$ cat config.mk
export PLATFORM = sky130hd
export DESIGN_NAME = ipc_mailbox
export DESIGN_NICKNAME = d
export VERILOG_FILES = /design/src/rtl/ipc_mbox_pkg.sv /design/src/rtl/mbox_fifo.sv /design/src/rtl/mbox_user_irq.sv /design/src/rtl/ipc_mailbox.sv
export SDC_FILE = /design/constraint.sdc
export NUM_CORES = 1
export LEC_CHECK = 0
export BUFFER_PORTS_ARGS = -buffer_cell sky130_fd_sc_hd__buf_4
export CAP_MARGIN = 40
export CELL_PAD_IN_SITES_DETAIL_PLACEMENT = 1
export CELL_PAD_IN_SITES_GLOBAL_PLACEMENT = 2
export CORE_AREA = 2 2 329 331
export CTS_CLUSTER_SIZE = 16
export DETAILED_ROUTE_END_ITERATION = 8
export DIE_AREA = 0 0 331 333
export PLACE_DENSITY = 0.95
export SYNTH_ARGS = -nofsm -noshare
export SYNTH_HDL_FRONTEND = slang
export SYNTH_HIERARCHICAL = 1
export SYNTH_SLANG_ARGS = --single-unit
$ cat constraint.sdc
create_clock -name clk -period 8.7 [get_ports clk]
set_input_delay 1.74 -clock clk [delete_from_list [all_inputs] [get_ports clk]]
set_output_delay 1.74 -clock clk [all_outputs]
set_load 0.05 [all_outputs]
$ cat src/rtl/ipc_mbox_pkg.sv
package ipc_mbox_pkg;

  localparam int ADDR_W = 9;

  typedef enum logic [2:0] {
    ACC_NONE, ACC_REV, ACC_MSG, ACC_FULL, ACC_CNT, ACC_STAT, ACC_ENSET, ACC_ENCLR
  } acc_kind_e;

  typedef struct packed {
    acc_kind_e  kind;
    logic [7:0] idx;
  } acc_t;

  // Map a byte address to a register kind and a queue or user index.
  function automatic acc_t decode_addr(input logic [ADDR_W-1:0] addr,
                                       input int nf, input int nu);
    acc_t a;
    int   w;
    int   rel;
    a.kind = ACC_NONE;
    a.idx  = '0;
    if (addr[1:0] == 2'b00) begin
      if (addr == '0) begin
        a.kind = ACC_REV;
      end else if (addr >= 9'h040 && addr < 9'h100) begin
        w = int'(addr[5:2]);
        if (w < nf) begin
          a.idx = 8'(w);
          case (addr[7:6])
            2'b01:   a.kind = ACC_MSG;
            2'b10:   a.kind = ACC_FULL;
            2'b11:   a.kind = ACC_CNT;
            default: a.kind = ACC_NONE;
          endcase
        end
      end else if (addr >= 9'h104) begin
        rel = int'(addr) - 32'h104;
        w   = rel >> 4;
        if (w < nu) begin
          a.idx = 8'(w);
          case ((rel >> 2) & 3)
            0:       a.kind = ACC_STAT;
            1:       a.kind = ACC_ENSET;
            2:       a.kind = ACC_ENCLR;
            default: a.kind = ACC_NONE;
          endcase
        end
      end
    end
    return a;
  endfunction

  function automatic int newmsg_bit(input int m);
    return 2 * m;
  endfunction

  function automatic int space_bit(input int m);
    return 2 * m + 1;
  endfunction

endpackage

$ cat src/rtl/mbox_fifo.sv
module mbox_fifo #(
  parameter int DEPTH  = 4,
  parameter int DATA_W = 32,
  localparam int PTR_W = (DEPTH > 1) ? $clog2(DEPTH) : 1,
  localparam int CNT_W = $clog2(DEPTH + 1)
) (
  input  logic              clk,
  input  logic              rst_n,
  input  logic              push_i,
  input  logic              pop_i,
  input  logic [DATA_W-1:0] wdata_i,
  output logic [DATA_W-1:0] head_o,
  output logic [CNT_W-1:0]  count_o,
  output logic              full_o,
  output logic              empty_o,
  output logic              push_evt_o,
  output logic              space_evt_o
);

  logic [DATA_W-1:0] mem [DEPTH];
  logic [PTR_W-1:0]  wr_ptr, rd_ptr;
  logic [CNT_W-1:0]  count_q;
  logic              do_push, do_pop;

  function automatic logic [PTR_W-1:0] bump(input logic [PTR_W-1:0] p);
    return (p == PTR_W'(DEPTH - 1)) ? '0 : p + 1'b1;
  endfunction

  assign full_o      = (count_q == CNT_W'(DEPTH));
  assign empty_o     = (count_q == '0);
  assign do_push     = push_i && !full_o;
  assign do_pop      = pop_i && !empty_o;
  assign push_evt_o  = do_push;
  assign space_evt_o = do_pop && full_o;
  assign head_o      = empty_o ? '0 : mem[rd_ptr];
  assign count_o     = count_q;

  always_ff @(posedge clk) begin
    if (do_push) mem[wr_ptr] <= wdata_i;
  end

  always_ff @(posedge clk or negedge rst_n) begin
    if (!rst_n) begin
      wr_ptr  <= '0;
      rd_ptr  <= '0;
      count_q <= '0;
    end else begin
      if (do_push) wr_ptr <= bump(wr_ptr);
      if (do_pop)  rd_ptr <= bump(rd_ptr);
      if (do_push && !do_pop)      count_q <= count_q + 1'b1;
      else if (do_pop && !do_push) count_q <= count_q - 1'b1;
    end
  end

  assert_no_overflow_R3: assert property (@(posedge clk) disable iff (!rst_n)
    count_q <= CNT_W'(DEPTH));

  assert_full_push_dropped_R3: assert property (@(posedge clk) disable iff (!rst_n)
    (full_o && push_i && !pop_i) |=> (count_q == CNT_W'(DEPTH)));

  assert_empty_pop_R5: assert property (@(posedge clk) disable iff (!rst_n)
    (empty_o && pop_i && !push_i) |=> (count_q == '0));

endmodule

$ cat src/rtl/mbox_user_irq.sv
module mbox_user_irq #(
  parameter int NBITS = 16
) (
  input  logic             clk,
  input  logic             rst_n,
  input  logic [NBITS-1:0] ev_i,
  input  logic [NBITS-1:0] hold_i,
  input  logic [NBITS-1:0] stat_clr_i,
  input  logic [NBITS-1:0] en_set_i,
  input  logic [NBITS-1:0] en_clr_i,
  output logic [NBITS-1:0] status_o,
  output logic [NBITS-1:0] enable_o,
  output logic             irq_o
);

  logic [NBITS-1:0] status_q, enable_q;
  logic [NBITS-1:0] clr_effective;

  // A clear of a new-message bit while its queue holds words is refused.
  assign clr_effective = stat_clr_i & ~hold_i;

  always_ff @(posedge clk or negedge rst_n) begin
    if (!rst_n) begin
      status_q <= '0;
      enable_q <= '0;
      irq_o    <= 1'b0;
    end else begin
      status_q <= (status_q & ~clr_effective) | ev_i | (stat_clr_i & hold_i);
      enable_q <= (enable_q | en_set_i) & ~en_clr_i;
      irq_o    <= |((((status_q & ~clr_effective) | ev_i | (stat_clr_i & hold_i)))
                    & ((enable_q | en_set_i) & ~en_clr_i));
    end
  end

  assign status_o = status_q;
  assign enable_o = enable_q;

  assert_event_latched_R6: assert property (@(posedge clk) disable iff (!rst_n)
    (|ev_i) |=> ((status_o & $past(ev_i)) == $past(ev_i)));

  assert_w1c_R8: assert property (@(posedge clk) disable iff (!rst_n)
    (|(stat_clr_i & ~ev_i & ~hold_i)) |=>
      ((status_o & $past(stat_clr_i & ~ev_i & ~hold_i)) == '0));

  assert_mask_clear_R9: assert property (@(posedge clk) disable iff (!rst_n)
    (|en_clr_i) |=> ((enable_o & $past(en_clr_i)) == '0));

  assert_irq_level_R10: assert property (@(posedge clk) disable iff (!rst_n)
    ((status_o & enable_o) == '0) |-> !irq_o);

endmodule

$ cat src/rtl/ipc_mailbox.sv
module ipc_mailbox
  import ipc_mbox_pkg::*;
#(
  parameter int          NUM_FIFOS  = 8,
  parameter int          NUM_USERS  = 4,
  parameter int          FIFO_DEPTH = 4,
  parameter logic [31:0] REV_VALUE  = 32'h0000_0100
) (
  input  logic                 clk,
  input  logic                 rst_n,
  input  logic                 bus_sel,
  input  logic                 bus_wr,
  input  logic [8:0]           bus_addr,
  input  logic [31:0]          bus_wdata,
  output logic [31:0]          bus_rdata,
  output logic [NUM_USERS-1:0] irq_o
);

  localparam int NBITS = 2 * NUM_FIFOS;
  localparam int CNT_W = $clog2(FIFO_DEPTH + 1);

  acc_t acc;
  logic wr_acc, rd_acc;

  assign acc    = decode_addr(bus_addr, NUM_FIFOS, NUM_USERS);
  assign wr_acc = bus_sel && bus_wr;
  assign rd_acc = bus_sel && !bus_wr;

  // Named internal events for checking.
  logic [31:0]      head   [NUM_FIFOS];
  logic [CNT_W-1:0] count  [NUM_FIFOS];
  logic [NUM_FIFOS-1:0] full_v, empty_v, push_evt, space_evt;
  logic [NBITS-1:0] ev_vec, hold_vec;
  logic [NUM_FIFOS*CNT_W-1:0] count_flat;

  genvar f;
  generate
    for (f = 0; f < NUM_FIFOS; f++) begin : g_fifo
      logic push_f, pop_f;
      assign push_f = wr_acc && acc.kind == ACC_MSG && acc.idx == 8'(f);
      assign pop_f  = rd_acc && acc.kind == ACC_MSG && acc.idx == 8'(f);

      mbox_fifo #(.DEPTH(FIFO_DEPTH), .DATA_W(32)) u_fifo (
        .clk        (clk),
        .rst_n      (rst_n),
        .push_i     (push_f),
        .pop_i      (pop_f),
        .wdata_i    (bus_wdata),
        .head_o     (head[f]),
        .count_o    (count[f]),
        .full_o     (full_v[f]),
        .empty_o    (empty_v[f]),
        .push_evt_o (push_evt[f]),
        .space_evt_o(space_evt[f])
      );

      assign ev_vec[newmsg_bit(f)]   = push_evt[f];
      assign ev_vec[space_bit(f)]    = space_evt[f];
      assign hold_vec[newmsg_bit(f)] = !empty_v[f];
      assign hold_vec[space_bit(f)]  = 1'b0;
      assign count_flat[f*CNT_W +: CNT_W] = count[f];
    end
  endgenerate

  logic [NBITS-1:0] status [NUM_USERS];
  logic [NBITS-1:0] enable [NUM_USERS];

  genvar u;
  generate
    for (u = 0; u < NUM_USERS; u++) begin : g_user
      logic sel_u;
      logic [NBITS-1:0] clr_u, set_u, dis_u;
      assign sel_u = wr_acc && acc.idx == 8'(u);
      assign clr_u = (sel_u && acc.kind == ACC_STAT)  ? bus_wdata[NBITS-1:0] : '0;
      assign set_u = (sel_u && acc.kind == ACC_ENSET) ? bus_wdata[NBITS-1:0] : '0;
      assign dis_u = (sel_u && acc.kind == ACC_ENCLR) ? bus_wdata[NBITS-1:0] : '0;

      mbox_user_irq #(.NBITS(NBITS)) u_irq (
        .clk       (clk),
        .rst_n     (rst_n),
        .ev_i      (ev_vec),
        .hold_i    (hold_vec),
        .stat_clr_i(clr_u),
        .en_set_i  (set_u),
        .en_clr_i  (dis_u),
        .status_o  (status[u]),
        .enable_o  (enable[u]),
        .irq_o     (irq_o[u])
      );
    end
  endgenerate

  always_comb begin
    bus_rdata = '0;
    if (rd_acc) begin
      case (acc.kind)
        ACC_REV:   bus_rdata = REV_VALUE;
        ACC_MSG:   bus_rdata = head[acc.idx];
        ACC_FULL:  bus_rdata = {31'b0, full_v[acc.idx]};
        ACC_CNT:   bus_rdata = 32'(count[acc.idx]);
        ACC_STAT:  bus_rdata = 32'(status[acc.idx]);
        ACC_ENSET,
        ACC_ENCLR: bus_rdata = 32'(enable[acc.idx]);
        default:   bus_rdata = '0;
      endcase
    end
  end

  assert_undecoded_write_ignored_R11: assert property (@(posedge clk) disable iff (!rst_n)
    (wr_acc && acc.kind == ACC_NONE) |=> $stable(count_flat));

  assert_single_event_kind_R6: assert property (@(posedge clk) disable iff (!rst_n)
    $onehot0({|push_evt, |space_evt}));

endmodule

==> impl_metrics.ini, run 1 <==
[global_routing]
grt_pass1_wl_mm = 234
grt_pass1_vias = 34400
grt.total_usage_pct = 29.1
grt_max_degree = 147
grt.overflow.total = 0
antenna_found_initial = 1

[pwr]
power_leakage_nw = 21.2
ir_drop_uv = 209
cellPowerDensity_nw_per_um2 = 202

[cts]
postCtsSetupBuffers = 0
cts.sinks = 1212
cts_tree = done
htreeDepth = 3
root_buffer = clkbuf_16
clk_latency_ns = 0.75
clk_pin_slew_ns = 0.06
postCtsHoldBufs = 0
cts_inserted_buffers = 117
cts_resized = 0
cts_buffer_depth = 3

[sta]
timing.setup.tns_ns = 0
relSlewSlack_pct = 34.7
max_freq_ghz = 0.131
post-route-worst-setup-slack_ns = 1.08
layout_min_cycle_time_ns = 7.62
report.final.setup_viol = 0
finalHoldViolCount = 0
period_share_pct = 87.6
clock_skew_ns = 0.0520
rsz0062_at_grt = false
slew_violations = 0
worst_pin_slew_ns = 0.980

[floorplanning]
rows = 120
die_h_um = 333
die_w_um = 331
die_area_sq_um = 110000
io_pins = 81
core_sq_um = 107000
start_util_pct = 50.7

[final_layout]
n_antenna_cell = 0
final_cell_mix = edfxtp_1, nor2b_1, nand2_1
fin_cells = 5137
nNetsFinal = 3743
drive_gt1_share_pct = 22.6
fillCellCount = 9878
syn2layout_area_growth_pct = 12.3
final_common_cell = edfxtp_1

[logic_synthesis]
synthFlopType = edfxtp_1
syn_inst = 3506
synthesis.area_sq_um = 54000
seq_area_frac_synth_pct = 65.6
yosys-top-cells-area = edfxtp_1, mux4_2, dfrtp_1, nor2b_1, and2_1
synth_seq_cells = 1212
async_flop_share_pct = 15.5
yosys_warnings = 6
synthDistinctLibCells = 64
postSynthAreaPerCell_sq_um = 15.4
synth_top_cell_by_area = edfxtp_1
synth_top_area_share_pct = 56.9
synth_edf_count = 1024

[routing]
wire_per_inst_um = 30.9
vias_per_cell = 6.29
totalWireLength_mm = 159
drtIter0Drc = 3501
first_pass_iters = 5
antenna_left = 0
drc = 0
vias = 32300

[hold_path]
hp-class = flip-flop to flip-flop

[worst_setup_path]
startpoint_type = input pin
cp_max_fo = 72
worstSetupPathType = input pin to output port
worst_ep_required_time_ns = 6.96
arrival_ns = 5.88
end_kind = output port

[placement]
dpl.hpwl_mm = 100
io_buffers = 80
dp_slack_ns = 1.29
placedCellCount = 4919
place_congestion = 0.899

[status]
status = completed

[run]
cap_violations = 0
worst max-delay path, cell delays in order:
cell and delay (ns):
buf_4 0.14, inv_1 0.08, ha_1 0.25, nor4b_2 0.45, o2bb2ai_1 0.29, nand2_1 0.20
o21a_1 0.16, buf_4 0.22, nor2_4 0.29, buf_12 0.38, mux2i_1 0.47, o21ai_0 0.21
a22oi_1 0.46, a31oi_1 0.18, buf_4 0.22
metal layers:
metal	vias to the layer above	global-route usage [%]	part of all wire (%)
met5	-	0	0
met4	0	12.4	4.7
met3	387	3.54	6.3
met2	1499	49.5	51
met1	17000	37.9	38
li1	13500	-	-
flip-flops by register name, indices dropped and copies added (netlist names):
signal	count
g_fifo.u_fifo/count_o	24
g_fifo.u_fifo/mem	1024
g_fifo.u_fifo/rd_ptr	16
g_fifo.u_fifo/wr_ptr	16
g_user.u_irq/enable_o	64
g_user.u_irq/irq_o	4
g_user.u_irq/status_o	64
power by group:
part,switching (mW),total (mW),internal [mW]
combinational,0.508,0.731,0.223
sequential,0.0273,6.35,6.32
clock,2.29,5.17,2.88
total,2.83,12.2,9.42
metrics by stage:
step                      power (mW)  area [sq um]  hold slack, ns  utilization [%]
final                           12.2         60700           0.517             56.9
after global routing            12.5         60700           0.529             56.9
after CTS                       12.3         60700           0.515             56.9
after detailed placement        7.19         56800           0.502             53.3
after global placement          7.15         56200           0.495             52.7
after floorplan                 6.85         54200           0.481                -
final timing paths:
| path | from | endpoint | slack, ns | cells past startpoint |
|---|---|---|---|---|
| max in group asynchronous | rst_n | g_fifo[3].u_fifo/rd_ptr[0]$_DFFE_PN0P_ | 6.37 | 2 |
| worst min-delay path | g_user[3].u_irq/enable_o[10]$_DFF_PN0_ | g_user[3].u_irq/enable_o[10]$_DFF_PN0_ | 0.52 | 1 |
| min in group asynchronous | rst_n | g_user[1].u_irq/enable_o[8]$_DFF_PN0_ | 0.98 | 1 |
| worst min register to register | g_user[3].u_irq/enable_o[10]$_DFF_PN0_ | g_user[3].u_irq/enable_o[10]$_DFF_PN0_ | 0.52 | 1 |
| worst max-delay path | bus_addr[2] | bus_rdata[1] | 1.08 | 15 |
| worst max register to register | g_fifo[2].u_fifo/count_o[0]$_DFFE_PN0P_ | g_user[3].u_irq/irq_o$_DFF_PN0_ | 5.59 | 7 |
final cells by class:
cell class	instances	area (sq um)	share of cell area (%)
clock buffer	149	3090	5.09
sequential	1212	35500	58.4
timing repair buffer	192	1870	3.09
inverter	36	135	0.223
tap	1403	1760	2.89
clock inverter	69	762	1.26
multi-input combinational	2076	17600	29.0
cells by family after synthesis:
family          share of synthesized area, %
simple gates                            13.8
mux                                     11.7
compound gates                          4.60
fa+ha+maj                               1.57
xor+xnor                               0.438
buf+inv                                 2.34
flops                                   65.6
other cells                          0.00694
cell usage after synthesis (all sizes together) (13+ instances only):
cell and instances:
a211oi 42, a21oi 21, a311oi 13, a31oi 36
a32oi 14, and2 298, and3 41, buf 108
clkbuf 105, dfrtp 188, edfxtp 1024, ha 55
inv 36, mux2 42, mux4 256, nand2 317
nand3 158, nand4 17, nor2 62, nor2b 329
nor3 20, o21ba 65, o31ai 65, or3 70
xor2 18
(Power assumes the default switching activity.)
==> run 2, diff against run 1 <==
PLACE_DENSITY = 0.83   (was 0.95)
==> run 2 against run 1 <==
Non-clock buffer count is 9 higher. Critical path depth fell by 2. Clock-buffer cell count grew 16. Sequential power is essentially flat. Cell area grew 0.95%. Critical path type unchanged. Largest power group unchanged.
==> impl_metrics.ini, run 2 (synthesized netlist as in run 1, its figures left out) <==
[status]
status = completed

[global_routing]
grtUsageMet1_pct = 38.0
antenna_found_initial = 2
grt.overflow.total = 0
grt.total_usage_pct = 29.4
grt_pass1_wl_mm = 235
use_met3_pct = 3.82
grt_max_degree = 82
grtUsageMet2_pct = 49.8
grt_pass1_vias = 34700
grt-busiest-layer = met2

[cts]
clk_latency_ns = 0.74
cts_inserted_buffers = 131
cts.sinks = 1212
cts_resized = 0
root_buffer = clkbuf_16
htreeDepth = 4
cts_buffer_depth = 3
cts_tree = done
postCtsSetupBuffers = 0
clk_pin_slew_ns = 0.06
postCtsHoldBufs = 0

[routing]
totalWireLength_mm = 159
drc = 0
drtIter0Drc = 2974
antenna_left = 0
first_pass_iters = 5
wire_per_inst_um = 30.7
vias = 31900
vias_per_cell = 6.19

[sta]
timing.setup.tns_ns = 0
period_share_pct = 87.4
report.final.setup_viol = 0
rsz0062_at_grt = false
finalHoldViolCount = 0
layout_min_cycle_time_ns = 7.60
max_freq_ghz = 0.132
slew_violations = 0
worst_pin_slew_ns = 0.854
clock_skew_ns = 0.0304
relSlewSlack_pct = 42.9

[final_layout]
largest_reg_flops = 1024
final_common_cell = edfxtp_1
syn2layout_area_growth_pct = 13.3
drive_gt1_share_pct = 23.4
fillCellCount = 9865
final_cell_mix = edfxtp_1, nor2b_1, nand2_1
nNetsFinal = 3766
regMostFlops = g_fifo.u_fifo/mem

[worst_setup_path]
end_kind = output port
worstSetupPathType = input pin to output port
cp_max_fo = 36
startpoint_type = input pin
arrival_ns = 5.86
worst_ep_required_time_ns = 6.96

[floorplanning]
die_w_um = 331
start_util_pct = 50.7
die_area_sq_um = 110000
io_pins = 81
core_sq_um = 107000
die_h_um = 333
rows = 120

[pwr]
pwr-share-clk_pct = 43.3
ir_drop_uv = 213
p_seq_share_pct = 50.7
pwr-share-comb_pct = 6.0
power.total_mw = 12.5
power_leakage_nw = 21.5
cellPowerDensity_nw_per_um2 = 205
power_switching_mw = 2.85
intPower_mw = 9.68
sw_frac_of_total_pct = 22.8

[placement]
dpl.hpwl_mm = 102
io_buffers = 80
place_congestion = 0.888

[run]
cap_violations = 0

[hold_path]
hp-class = flip-flop to flip-flop
## run 2: cell count changes in the layout (fill, tap and decap cells not counted), sizes merged
cell	change
clkbuf	+16
buf	+9
inv	+5
bufinv	-4
clkinvlp	-4
diode	+3
clkinv	+1
## run 2: area by class of cell
| type | count | area, sq um | share of cell area (%) |
|---|---|---|---|
| sequential | 1212 | 35500 | 57.9 |
| multi-input combinational | 2076 | 17600 | 28.8 |
| clock buffer | 165 | 3530 | 5.76 |
| timing repair buffer | 201 | 2130 | 3.48 |
| tap | 1403 | 1760 | 2.87 |
| clock inverter | 67 | 611 | 0.997 |
| inverter | 36 | 135 | 0.221 |
| antenna | 3 | 7.51 | 0.0123 |
## run 2: final timing paths
path | slack, ns | end | startpoint | depth (start not counted)
max | 1.10 | bus_rdata[12] | bus_addr[2] | 13
min | 0.51 | g_user[1].u_irq/enable_o[4]$_DFF_PN0_ | g_user[1].u_irq/enable_o[4]$_DFF_PN0_ | 1
max reg2reg | 5.51 | g_user[1].u_irq/irq_o$_DFF_PN0_ | g_fifo[7].u_fifo/count_o[1]$_DFFE_PN0P_ | 7
min reg2reg | 0.51 | g_user[1].u_irq/enable_o[4]$_DFF_PN0_ | g_user[1].u_irq/enable_o[4]$_DFF_PN0_ | 1
max in group asynchronous | 6.31 | g_fifo[1].u_fifo/rd_ptr[0]$_DFFE_PN0P_ | rst_n | 2
min in group asynchronous | 1.06 | g_user[0].u_irq/enable_o[3]$_DFF_PN0_ | rst_n | 1
## run 2: per-layer routing
layer  up-vias  routed length [um]
met4         0                7360
li1      13500                   -
met3       327                8520
met1     16900               62200
met5         -                   0
met2      1166               80600
## run 2: power groups by stage
| stage | clock network (mW) | registers (mW) | logic [mW] |
|---|---|---|---|
| after floorplan | 0 | 6.46 | 0.386 |
| after global placement | 0 | 6.47 | 0.725 |
| after detailed placement | 0 | 6.47 | 0.756 |
| after CTS | 5.50 | 6.35 | 0.760 |
| after global routing | 5.69 | 6.35 | 0.805 |
| final | 5.43 | 6.35 | 0.754 |
## run 2: critical path, stage by stage
cell	delay (ns)
buf_4	0.14
inv_1	0.09
ha_1	0.25
nor4b_2	0.48
a21boi_4	0.29
nand2_4	0.53
buf_12	0.30
buf_4	0.41
nand2_1	0.18
a311oi_1	0.65
a31oi_1	0.11
o22ai_1	0.36
buf_4	0.27
## run 2: through the flow
stage          hold WS (ns)  utilization (%)  worst slack (ns)  instance area [sq um]  std cells
3_3_place_gp          0.490             52.7             0.988                  56200       4886
2_1_floorplan         0.481                -              2.04                  54200       3537
3_5_place_dp          0.499             53.6              1.08                  57100       4928
4_1_cts               0.512             57.4              1.08                  61200       5160
6_report              0.511             57.5              1.10                  61300       5163
5_1_grt               0.526             57.4             0.867                  61200       5160
